## src/rtl/lmix_pkg.sv

```systemverilog
// lmix_pkg: shared types and word helpers for the linear diffusion stage.
// Assumes every rotate amount is in 1..WORD_W-1.
package lmix_pkg;
    localparam int WORD_W  = 32;
    localparam int N_WORDS = 4;

    typedef logic [WORD_W-1:0] word_t;
    // Index 0 is the least significant word of the 128-bit state.
    typedef logic [N_WORDS-1:0][WORD_W-1:0] state_t;

    function automatic word_t rol(input word_t v, input int n);
        return (v << n) | (v >> (WORD_W - n));
    endfunction

    function automatic word_t ror(input word_t v, input int n);
        return (v >> n) | (v << (WORD_W - n));
    endfunction
endpackage

```

## src/rtl/lmix_fwd.sv

```systemverilog
// lmix_fwd: combinational forward diffusion network over four words.
// Assumes the rotate and shift amounts are legal for lmix_pkg::rol.
module lmix_fwd
    import lmix_pkg::*;
#(
    parameter int ROT_A = 13,
    parameter int ROT_B = 3,
    parameter int ROT_C = 1,
    parameter int ROT_D = 7,
    parameter int ROT_E = 5,
    parameter int ROT_F = 22,
    parameter int SHL_1 = 3,
    parameter int SHL_2 = 7
) (
    input  state_t st_i,
    output state_t st_o
);
    word_t a0, a2, b1, b3, c1, c3, d0, d2;

    // Five steps: rotate, cross-XOR, rotate, cross-XOR, rotate.
    always_comb begin
        a0 = rol(st_i[0], ROT_A);
        a2 = rol(st_i[2], ROT_B);
        b1 = st_i[1] ^ a0 ^ a2;
        b3 = st_i[3] ^ a2 ^ (a0 << SHL_1);
        c1 = rol(b1, ROT_C);
        c3 = rol(b3, ROT_D);
        d0 = a0 ^ c1 ^ c3;
        d2 = a2 ^ c3 ^ (c1 << SHL_2);
        st_o[0] = rol(d0, ROT_E);
        st_o[1] = c1;
        st_o[2] = rol(d2, ROT_F);
        st_o[3] = c3;
    end
endmodule

```

## src/rtl/lmix_inv.sv

```systemverilog
// lmix_inv: combinational inverse of lmix_fwd; must share its parameters.
// Assumes the same amounts as the forward instance.
module lmix_inv
    import lmix_pkg::*;
#(
    parameter int ROT_A = 13,
    parameter int ROT_B = 3,
    parameter int ROT_C = 1,
    parameter int ROT_D = 7,
    parameter int ROT_E = 5,
    parameter int ROT_F = 22,
    parameter int SHL_1 = 3,
    parameter int SHL_2 = 7
) (
    input  state_t st_i,
    output state_t st_o
);
    word_t u0, u2, v0, v2, w1, w3, x1, x3;

    // Undo the forward steps from last to first.
    always_comb begin
        u0 = ror(st_i[0], ROT_E);
        u2 = ror(st_i[2], ROT_F);
        v2 = u2 ^ st_i[3] ^ (st_i[1] << SHL_2);
        v0 = u0 ^ st_i[1] ^ st_i[3];
        w1 = ror(st_i[1], ROT_C);
        w3 = ror(st_i[3], ROT_D);
        x3 = w3 ^ v2 ^ (v0 << SHL_1);
        x1 = w1 ^ v0 ^ v2;
        st_o[0] = ror(v0, ROT_A);
        st_o[1] = x1;
        st_o[2] = ror(v2, ROT_B);
        st_o[3] = x3;
    end
endmodule

```

## src/rtl/lmix_core.sv

```systemverilog
// lmix_core: registered forward/inverse diffusion stage, one-cycle latency.
// Assumes a synchronous active-low reset; data is captured only with in_valid.
module lmix_core
    import lmix_pkg::*;
(
    input  logic        clk,
    input  logic        rst_n,
    input  logic        in_valid,
    input  logic        in_inverse,
    input  logic [31:0] in_w0,
    input  logic [31:0] in_w1,
    input  logic [31:0] in_w2,
    input  logic [31:0] in_w3,
    output logic        out_valid,
    output logic [31:0] out_w0,
    output logic [31:0] out_w1,
    output logic [31:0] out_w2,
    output logic [31:0] out_w3
);
    state_t st_in, st_f, st_r, st_sel, st_q;

    // Gather the input words into one state.
    always_comb begin
        st_in[0] = in_w0;
        st_in[1] = in_w1;
        st_in[2] = in_w2;
        st_in[3] = in_w3;
    end

    lmix_fwd u_fwd (.st_i(st_in), .st_o(st_f));
    lmix_inv u_inv (.st_i(st_in), .st_o(st_r));

    // Pick the direction for this transfer.
    always_comb st_sel = in_inverse ? st_r : st_f;

    // Valid flag register.
    always_ff @(posedge clk) begin
        if (!rst_n) out_valid <= 1'b0;
        else        out_valid <= in_valid;
    end

    // One result register per word; each holds while no transfer arrives.
    for (genvar g = 0; g < N_WORDS; g++) begin : g_word
        always_ff @(posedge clk) begin
            if (!rst_n)        st_q[g] <= '0;
            else if (in_valid) st_q[g] <= st_sel[g];
        end
    end

    assign out_w0 = st_q[0];
    assign out_w1 = st_q[1];
    assign out_w2 = st_q[2];
    assign out_w3 = st_q[3];
endmodule

```

## config.mk

```make
export PLATFORM = sky130hd
export DESIGN_NAME = lmix_core
export DESIGN_NICKNAME = d
export VERILOG_FILES = /design/src/rtl/lmix_pkg.sv /design/src/rtl/lmix_fwd.sv /design/src/rtl/lmix_inv.sv /design/src/rtl/lmix_core.sv
export SDC_FILE = /design/constraint.sdc
export NUM_CORES = 1
export LEC_CHECK = 0
export BUFFER_PORTS_ARGS = -buffer_cell sky130_fd_sc_hd__clkbuf_2
export CORE_MARGIN = 2
export CORE_UTILIZATION = 50
export DETAILED_ROUTE_END_ITERATION = 8
export GPL_ROUTABILITY_DRIVEN = 0
export GPL_TIMING_DRIVEN = 0
export PLACE_DENSITY_LB_ADDON = 0.15
export SETUP_SLACK_MARGIN = 0.02
export SYNTH_ARGS = -nofsm -noshare
export SYNTH_HDL_FRONTEND = slang
export SYNTH_SLANG_ARGS = --single-unit
```

## constraint.sdc

```tcl
create_clock -name clk -period 1.3 [get_ports clk]
set_input_delay 0.13 -clock clk [delete_from_list [all_inputs] [get_ports clk]]
set_output_delay 0.13 -clock clk [all_outputs]
set_load 0.02 [all_outputs]
```

==> flow_metrics.tcl <==
set metrics [dict create \
    portBuffers 222 \
    r2r_cells 3 \
    synth_area_leaders "dfxtp_1, xnor2_1, xnor3_1" \
    syn_inst 1136 \
    worst_pin_slew_ns 0.766 \
    syn_to_final_growth_pct 24.2 \
    cts_buffers 17 \
    core.rowCount 52 \
    insertion_delay_ns 0.44 \
    crit_chain "clkbuf_2, xor3_2, xnor3_1, nor2_1, a21oi_1, a21oi_1" \
    r2r-start "out_w0[24]" \
    crit_required_ns 1.61 \
    crit_fanout 4 \
    dieArea_sq_mm 0.0217 \
    first_iter_violations 1403 \
    max-cap-violations 0 \
    ant_nets 0 \
    slew_viol_final 0 \
    overflow 0 \
    hold_start "in_w2[24]" \
    io-pin-count 261 \
    worstSetupPathType "input port to flip-flop" \
    cts.htree.levels 4 \
    syn-cell-area_sq_mm 0.0103 \
    syn_nets 1268 \
    die_h_microns 147 \
    setup_tns_ns 0 \
    clk_pin_slew_worst_paths_ns 0.06 \
    worst_path_max_delay_cell "xor3_2" \
    antenna_found_initial 1 \
    power.total_mw 16.8 \
    post-synth-top-area-fraction 0.251 \
    r2r_slack_ns 0.39 \
    fin_nets 1511 \
    grt_max_degree 17 \
    p_leak_nw 5.69 \
    cts_tree "built" \
    detail_route.wl_per_cell_microns 26.2 \
    critPathCaptureType "flip-flop" \
    setup_viol 0 \
    chipWidth_microns 147 \
    fmax_ghz 0.774 \
    drive_gt1_frac 0.274 \
    vias 10000 \
    ctsLongestPathBuffers 2 \
    finalCritPeriodShare 0.994 \
    ys_seq_area_frac 0.251 \
    place_hpwl_microns 34800 \
    irDropWorstVdd_v 0.00102 \
    numClockSinks 129 \
    crit_path_frequent_cell "a21oi_1" \
    hold_end "out_w3[2]" \
    wl_microns 43500 \
    synth_cell_types 40 \
    coreArea_sq_mm 0.0202 \
    status "finished, final reports clean" \
    power_density_mw_per_mm2 1320 \
    hold_depth 3 \
    yosysWarnings 0 \
    min_path_type "input port to flip-flop" \
    drt_first_pass_iters 6 \
    grt_pass1_vias 9293 \
    cp_top_family "XOR/XNOR gates" \
    viasPerCell 6.02 \
    ys_ff_latch 129 \
    hold_viol_final 0 \
    gr-usage-all-layers 0.391 \
    avgSynthCellArea_sq_um 9.04 \
    skew_ns 0 \
    worstPathArrival_ns 1.60 \
    max_stage_delay_ns 0.52 \
    grt_first_pass_wirelength_microns 60700 \
    yosys.area.top_type "dfxtp_1" \
    start_util 0.509 \
    start_kind "input port" \
    final.min_clock_period_ns 1.29 \
    slew_headroom 0.490 \
    r2r_end "out_w0[24]" \
    drc 0 \
    path_buf_inv 1 \
    cts_root_buffer "clkbuf_16" \
]
registers in the layout, summed over array words and instances (netlist names):
signal and count:
out_w3 32, out_w1 32, out_w0 32, out_w2 32, out_valid 1
cell usage after synthesis:
cell type and number:
clkbuf_2 2, buf_6 1, a211oi_1 30, o21a_1 8
and2_1 6, a41oi_1 1, nand2_1 32, nor2_1 147
mux2_2 1, o21ai_1 5, clkbuf_1 56, a221oi_1 11
dfxtp_1 129, nor2b_1 6, a21oi_1 86, o21ai_0 42
inv_1 2, xnor2_1 273, or3b_1 1, nand2b_1 1
and3_1 1, o211ai_1 7, o211a_1 4, xnor2_2 2
xor3_1 3, xor2_1 89, xnor3_1 55, clkbuf_8 4
nand3_1 17, o2bb2ai_1 12, nor3_1 14, buf_1 4
xor3_2 2, mux2i_1 16, nand4b_1 3, xor2_2 3
a31oi_1 2, a22o_1 25, buf_2 32, inv_2 1
placed cells by master, fill, tap and decap left out, types with 12 or more instances in the layout:
cell type,count
nand3_1,17
nor2_1,146
o2bb2ai_1,12
xor2_2,13
a211oi_1,22
nand2_1,32
mux2i_1,16
xnor2_2,21
xnor3_1,54
a22o_1,25
xor2_1,76
a21oi_1,86
dfxtp_1,129
buf_2,31
o21ai_0,42
nor3_1,14
clkbuf_1,26
clkbuf_16,17
clkbuf_2,249
xnor2_1,252
routing by layer:
metal  vias up  routed length [microns]  GRT usage
li1       4288                        -          -
met3       170                     5790      0.106
met1      4690                    16000      0.507
met2       859                    18800      0.593
met4         0                     2870      0.215
met5         -                        0          0
worst register-to-register path: cells and delay by family, from the launching register on:
kind	cells	cell delay, ns
compound gates	2	0.37
flops	1	0.33
simple gates	1	0.06
metrics by stage:
step	utilization	cells	area [sq um]	setup slack [ns]	hold WS (ns)
floorplan	-	1136	10400	-0.0530	0.355
global placement	0.586	1628	11800	-0.914	0.444
detailed placement	0.586	1628	11800	-1.00	0.455
CTS	0.623	1659	12600	0.0214	0.0699
global route	0.633	1661	12800	-0.0230	0.0943
finish	0.633	1662	12800	0.00810	0.0702
cell type report:
type,instances,area [sq um]
Multi-Input combinational cell,905,7580
Fill cell,1780,7400
Sequential cell,129,2580
Timing Repair Buffer,225,1130
Buffer,98,532
Clock buffer,21,480
Tap cell,270,338
Clock inverter,10,109
Inverter,3,11.3
Antenna cell,1,2.50
how the worst max path moves through the flow:
| stage | start | endpoint | slack, ns | depth (start not counted) |
|---|---|---|---|---|
| after floorplan | in_w2[22] | out_w0[5] | -0.05 | 6 |
| after global placement | in_valid | out_w1[0] | -0.91 | 8 |
| after detailed placement | in_valid | out_w1[0] | -1.00 | 8 |
| after CTS | in_w0[30] | out_w1[25] | 0.02 | 6 |
| after global routing | in_w0[28] | out_w0[15] | -0.02 | 6 |
| final | in_w1[1] | out_w0[7] | 0.008 | 6 |
kinds of logic after synthesis:
logic type,count (synthesis),share of synthesized area
simple gates,228,0.0924
xor+xnor,427,0.449
compound gates,233,0.145
mux,17,0.0167
buf+inv,102,0.0460
flops,129,0.251
what timing repair did:
action,4_1_cts,5_1_grt
setup endpoints to repair,110,72
hold buffers,0,0
pin swaps,1,2
buffers inserted,1,2
gates resized for setup,42,39
power by group:
group	internal [mW]	switching (mW)	leakage, nW	total, mW
Combinational	2.98	4.21	4.33	7.19
Sequential	4.39	0.264	1.07	4.65
Clock	3.00	1.99	0.290	4.99
Note: power is estimated with default switching activity, not from simulation.
